==> src/rtl/cck_enc_pkg.sv <==
package cck_enc_pkg;
    localparam int CHIPS   = 8;
    localparam int IDX_W   = $clog2(CHIPS);
    localparam int DATA_W  = 8;
    localparam int PH_W    = 2;

    typedef logic [PH_W-1:0] quad_t;

    typedef struct packed {
        logic             busy;
        logic [IDX_W-1:0] idx;
        quad_t            ref_ph;
        logic             odd;
        quad_t            p1;
        quad_t            p2;
        quad_t            p3;
        quad_t            p4;
    } enc_state_t;
endpackage

==> src/rtl/cck_phase_map.sv <==
module cck_phase_map
    import cck_enc_pkg::*;
(
    input  logic              rate_hi,
    input  logic [DATA_W-1:0] data,
    input  quad_t             ref_ph,
    input  logic              odd,
    output quad_t             p1,
    output quad_t             p2,
    output quad_t             p3,
    output quad_t             p4
);
    quad_t delta;
    quad_t odd_rot;

    always_comb begin
        delta   = data[1:0];
        odd_rot = odd ? quad_t'(2) : quad_t'(0);
        p1      = ref_ph + delta + odd_rot;
        if (rate_hi) begin
            p2 = data[3:2];
            p3 = data[5:4];
            p4 = data[7:6];
        end else begin
            p2 = {data[2], 1'b1};
            p3 = '0;
            p4 = {data[3], 1'b0};
        end
    end
endmodule

==> src/rtl/cck_chip_sum.sv <==
module cck_chip_sum
    import cck_enc_pkg::*;
#(
    parameter logic [CHIPS-1:0] COVER_MASK = 8'b0100_1000
) (
    input  quad_t            p1,
    input  quad_t            p2,
    input  quad_t            p3,
    input  quad_t            p4,
    input  logic [IDX_W-1:0] idx,
    output quad_t            phase
);
    quad_t chip_ph [CHIPS];

    for (genvar k = 0; k < CHIPS; k++) begin : g_chip
        localparam bit USE2 = (k % 2) == 0;
        localparam bit USE3 = ((k / 2) % 2) == 0;
        localparam bit USE4 = ((k / 4) % 2) == 0;
        assign chip_ph[k] = p1
                          + (USE2 ? p2 : quad_t'(0))
                          + (USE3 ? p3 : quad_t'(0))
                          + (USE4 ? p4 : quad_t'(0))
                          + (COVER_MASK[k] ? quad_t'(2) : quad_t'(0));
    end

    assign phase = chip_ph[idx];
endmodule

==> src/rtl/cck_symbol_encoder.sv <==
module cck_symbol_encoder
    import cck_enc_pkg::*;
#(
    parameter logic [CHIPS-1:0] COVER_MASK = 8'b0100_1000
) (
    input  logic              clk,
    input  logic              rst_n,
    input  logic              chip_en,
    input  logic              frame_start,
    input  logic              rate_hi,
    input  logic              sym_valid,
    input  logic [DATA_W-1:0] sym_data,
    output logic              sym_ready,
    output logic              chip_valid,
    output logic [PH_W-1:0]   chip_phase,
    output logic              chip_last
);
    enc_state_t st_d, st_q;
    quad_t      m_p1, m_p2, m_p3, m_p4;
    logic       last_q;
    logic       accept;

    cck_phase_map u_map (
        .rate_hi (rate_hi),
        .data    (sym_data),
        .ref_ph  (st_q.ref_ph),
        .odd     (st_q.odd),
        .p1      (m_p1),
        .p2      (m_p2),
        .p3      (m_p3),
        .p4      (m_p4)
    );

    cck_chip_sum #(.COVER_MASK(COVER_MASK)) u_sum (
        .p1    (st_q.p1),
        .p2    (st_q.p2),
        .p3    (st_q.p3),
        .p4    (st_q.p4),
        .idx   (st_q.idx),
        .phase (chip_phase)
    );

    assign last_q     = st_q.busy && (st_q.idx == IDX_W'(CHIPS - 1));
    assign sym_ready  = !frame_start && (!st_q.busy || (chip_en && last_q));
    assign accept     = sym_valid && sym_ready;
    assign chip_valid = st_q.busy;
    assign chip_last  = last_q;

    always_comb begin
        st_d = st_q;
        if (frame_start) begin
            st_d.busy   = 1'b0;
            st_d.idx    = '0;
            st_d.ref_ph = '0;
            st_d.odd    = 1'b0;
        end else begin
            if (st_q.busy && chip_en) begin
                st_d.idx = st_q.idx + IDX_W'(1);
                if (last_q) begin
                    st_d.busy = 1'b0;
                end
            end
            if (accept) begin
                st_d.busy   = 1'b1;
                st_d.idx    = '0;
                st_d.p1     = m_p1;
                st_d.p2     = m_p2;
                st_d.p3     = m_p3;
                st_d.p4     = m_p4;
                st_d.ref_ph = m_p1;
                st_d.odd    = !st_q.odd;
            end
        end
    end

    always_ff @(posedge clk or negedge rst_n) begin
        if (!rst_n) begin
            st_q <= '0;
        end else begin
            st_q <= st_d;
        end
    end


    chip_hold_chk: assert property (@(posedge clk) disable iff (!rst_n)
        (chip_valid && !chip_en && !frame_start)
            |=> (chip_valid && $stable(chip_phase) && $stable(chip_last)));


    frame_clear_chk: assert property (@(posedge clk) disable iff (!rst_n)
        frame_start |=> !chip_valid);


    ready_busy_chk: assert property (@(posedge clk) disable iff (!rst_n)
        (chip_valid && !(chip_en && chip_last)) |-> !sym_ready);


    chain_start_chk: assert property (@(posedge clk) disable iff (!rst_n)
        (chip_valid && chip_last && chip_en && sym_valid && sym_ready)
            |=> (chip_valid && !chip_last));


    last_ref_chk: assert property (@(posedge clk) disable iff (!rst_n)
        (chip_valid && chip_last) |-> (chip_phase == st_q.ref_ph));
endmodule

==> config.mk <==
export PLATFORM = sky130hd
export DESIGN_NAME = cck_symbol_encoder
export DESIGN_NICKNAME = d
export VERILOG_FILES = /design/src/rtl/cck_enc_pkg.sv /design/src/rtl/cck_phase_map.sv /design/src/rtl/cck_chip_sum.sv /design/src/rtl/cck_symbol_encoder.sv
export SDC_FILE = /design/constraint.sdc
export NUM_CORES = 1
export LEC_CHECK = 0
export BUFFER_PORTS_ARGS = -buffer_cell sky130_fd_sc_hd__buf_4
export CAP_MARGIN = 20
export CORE_MARGIN = 10
export CORE_UTILIZATION = 40
export CTS_CLUSTER_SIZE = 8
export DETAILED_ROUTE_END_ITERATION = 10
export GPL_TIMING_DRIVEN = 0
export RECOVER_POWER = 50
export SETUP_SLACK_MARGIN = 0.4
export SYNTH_ARGS = -nofsm -noshare
export SYNTH_HDL_FRONTEND = slang
export SYNTH_SLANG_ARGS = --single-unit
==> constraint.sdc <==
create_clock -name clk -period 6.1 [get_ports clk]
set_clock_uncertainty 0.1 [all_clocks]
set_input_delay 1.22 -clock clk [delete_from_list [all_inputs] [get_ports clk]]
set_output_delay 1.22 -clock clk [all_outputs]
set_load 0.02 [all_outputs]
==> reports/summary.txt <==
===========================================================================================
Critical path type                                                               reg -> out
Synthesized area divided by synthesized cell count                                9.974 um2
Data arrival time of the critical path                                              2.57 ns
Max Cap Violations                                                                        0
Worst Max-Slew Pin Slew                                                           0.7887 ns
Die outline width                                                                  71.41 um
Family with the most delay on the worst path                                    adder cells
Run status                                                                        completed
Core region area                                                                   2500 um2
Global Route Usage Sum                                                              0.08918
Source-to-sink clock delay at the later pin of the worst-skew pair                  0.28 ns
Share of cells above drive strength 1                                                0.1969
Count of final hold-check violations                                                      0
HP Class                                                                         reg -> reg
Routed Wire Length                                                                  2109 um
Type of element capturing the critical path                                     output port
Cell area after synthesis                                                          1057 um2
Final TNS setup                                                                        0 ns
Estimated wirelength of the detail-placed design                                    1760 um
Static Leakage                                                                 0.0006117 uW
Avg Vias per Cell                                                                     5.236
Number of buffers added by the clock tree synthesis step                                  3
Number of design-rule violations left by the first detailed-router iteration             28
Distinct cell type count of the synthesized netlist                                      33
Cell with the most instances on the worst path                                 sky130_fd_sc_hd__ha_1
Clock root buffer master                                                       sky130_fd_sc_hd__clkbuf_4
Detailed Routing Iterations Pass 1                                                        4
Number of global-route vias before repair                                               883
Remaining routing DRC violations                                                          0
Number of max-slew violations in the final report                                         0
CP startpoint kind                                                                flip-flop
Critical path fanouts, max                                                                5
Number of placement rows                                                                 18
Total grt overflow                                                                        0
Count of pins on the block boundary                                                      19
Number of H-tree levels                                                                   1
Worst endpoint required time                                                        4.78 ns
Clock Pin Slew Worst Setup and Hold Paths                                           0.09 ns
First-pass GRT wire length                                                          3877 um
Initial cell density of the core                                                     0.4229
Pin count of the biggest net entering global routing                                     16
Layout overhead on the synthesized area                                              17.40%
F_max                                                                            0.2572 GHz
Routability congestion estimate                                                      0.7249
Power density normalized to cell area                                          280.0 nW/um2
Setup violation total in the final timing report                                          0
Die height                                                                         71.41 um
Share of synthesized area occupied by flip-flops and latches                         0.3550
Count of warnings emitted by yosys                                                        0
CTS tree                                                                                yes
Critical path buffer and inverter count                                                   1
Worst supply voltage drop on vdd                                                   170.3 uV
Via total after detailed routing                                                        822
Largest stage delay on the critical path                                            0.43 ns
Final critical-path share of the clock period                                        0.6374
Number of input and output port buffers inserted                                         17
FF+latch count, synth                                                                    15
Number of antenna diodes                                                                  0
Total power of the final layout                                                    347.5 uW
Remaining antenna violation count                                                         0
RSZ-0062 raised after global routing                                                     no
Worst path cell trace                                                          ha_1, ha_1, ha_1, xnor3_1, o31a_1, o211ai_1, o31ai_1, buf_4
Net count of the mapped netlist                                                         130
Clk buf depth                                                                             2
Buffer count from post-CTS setup fixing                                                   0
DR WL/cell                                                                         13.43 um
Resize count post-CTS                                                                     0
Floorplan die area                                                                 5099 um2
Number of nets in the final layout                                                      152
Hold Buf Count CTS                                                                        0
Post-Syn Instances                                                                      106
Minimum period implied by the final worst setup slack                              3.888 ns
Number of antenna violations at the first check in global routing                         0
Slowest cell on the critical path                                              sky130_fd_sc_hd__dfrtp_1
Clock sink total                                                                         15
Headroom to the max-slew limit                                                       0.4742
===========================================================================================
## metal layers
layer  part of all wire  vias up  wire (um)  global-route usage
met5                  0        -          0                   0
met4             0.0057        0         12             0.03871
met3              0.037        2         77             0.01928
met2               0.49       10       1041              0.1480
met1               0.46      394        978              0.1075
li1                   -      416          -                   -
## path summary, 6_finish.rpt
kind / slack (ns) / cells after the start / endpoint / startpoint
setup / recovery: 2.21 / 8 / chip_phase[1] / st_q[6]
hold / removal: 0.40 / 2 / st_q[9] / st_q[9]
setup reg to reg: 4.00 / 7 / st_q[9] / st_q[11]
hold reg to reg: 0.40 / 2 / st_q[9] / st_q[9]
max in group asynchronous: 4.52 / 1 / st_q[3] / rst_n
min in group asynchronous: 0.89 / 1 / st_q[8] / rst_n
## tightest hold or removal path: stages, from the launching register on
cell and delay (ns):
sky130_fd_sc_hd__dfrtp_1 0.36, sky130_fd_sc_hd__nand2_1 0.05, sky130_fd_sc_hd__nand2_1 0.06
## layout make-up
cell class	instances	area, um2
Tap cell	30	37.54
Timing Repair Buffer	17	120.1
Clock buffer	4	26.28
Fill cell	239	1259
Buffer	4	16.27
Inverter	3	11.26
Sequential cell	15	375.4
Multi-Input combinational cell	84	654.4
## flip-flops by register name, indices dropped and copies added (netlist names)
register	count
chip_valid	1
st_q	14
## cells in the mapped netlist, drive strengths merged
cell type / instances / area share
a21boi: 1 / 0.0071
a21o: 2 / 0.014
a21oi: 3 / 0.014
a311oi: 1 / 0.0083
a31oi: 1 / 0.0059
and2: 1 / 0.0059
clkbuf: 4 / 0.015
dfrtp: 15 / 0.36
ha: 10 / 0.12
inv: 3 / 0.011
mux2: 2 / 0.021
mux2i: 4 / 0.038
mux4: 2 / 0.043
nand2: 17 / 0.060
nand2b: 1 / 0.0059
nand3: 4 / 0.019
nand3b: 1 / 0.0071
nor2: 10 / 0.036
nor3: 5 / 0.024
nor3b: 1 / 0.0071
nor4: 1 / 0.0059
o211ai: 1 / 0.0071
o21a: 1 / 0.0071
o21ai: 2 / 0.0095
o31a: 1 / 0.0083
o31ai: 1 / 0.0071
xnor2: 5 / 0.041
xnor3: 2 / 0.044
xor2: 3 / 0.032
xor3: 1 / 0.022
## cells in the final DEF, fill, tap and decap left out, drive strengths merged, types with 2 or more instances in the layout
cell / n
mux2i: 4
o21ai: 2
dfrtp: 15
buf: 14
inv: 3
xnor2: 5
xnor3: 2
nand3: 4
mux4: 2
a21oi: 3
ha: 10
xor2: 3
nor3: 5
nand2: 17
clkbuf: 11
mux2: 2
a21o: 2
nor2: 10
## metrics by stage
stage / cell area (um2) / std cells / util / hold WS, ns / setup slack [ns]
finish: 1241 / 157 / 0.4965 / 0.3982 / 2.212
floorplan: 1057 / 106 / - / 0.3499 / 2.695
global placement: 1222 / 153 / 0.4890 / 0.3677 / 2.510
CTS: 1249 / 157 / 0.4995 / 0.3990 / 2.183
detailed placement: 1222 / 153 / 0.4890 / 0.3762 / 2.507
global route: 1241 / 157 / 0.4965 / 0.4421 / 2.037
## power breakdown
group          internal (uW)  leakage (uW)  switching [uW]  total (uW)
sequential               112      0.000190            13.7         125
combinational           89.2      0.000407            77.2         166
clock                   25.4     0.0000150            30.4        55.7
total                    226      0.000612             121         348
## cells by family (layout without fill, tap and decap cells)
logic type / after synthesis / count (layout) / share of synthesized area
AOI/OAI and AO/OA: 14 / 14 / 0.08877
xor gates and xnor gates: 11 / 11 / 0.1396
adders and majority gates: 10 / 10 / 0.1183
buffers and inverters: 7 / 28 / 0.02603
DFF: 15 / 15 / 0.3550
muxes: 8 / 8 / 0.1018
and+or+nand+nor: 41 / 41 / 0.1704
Note: power is estimated with default switching activity, not from simulation.
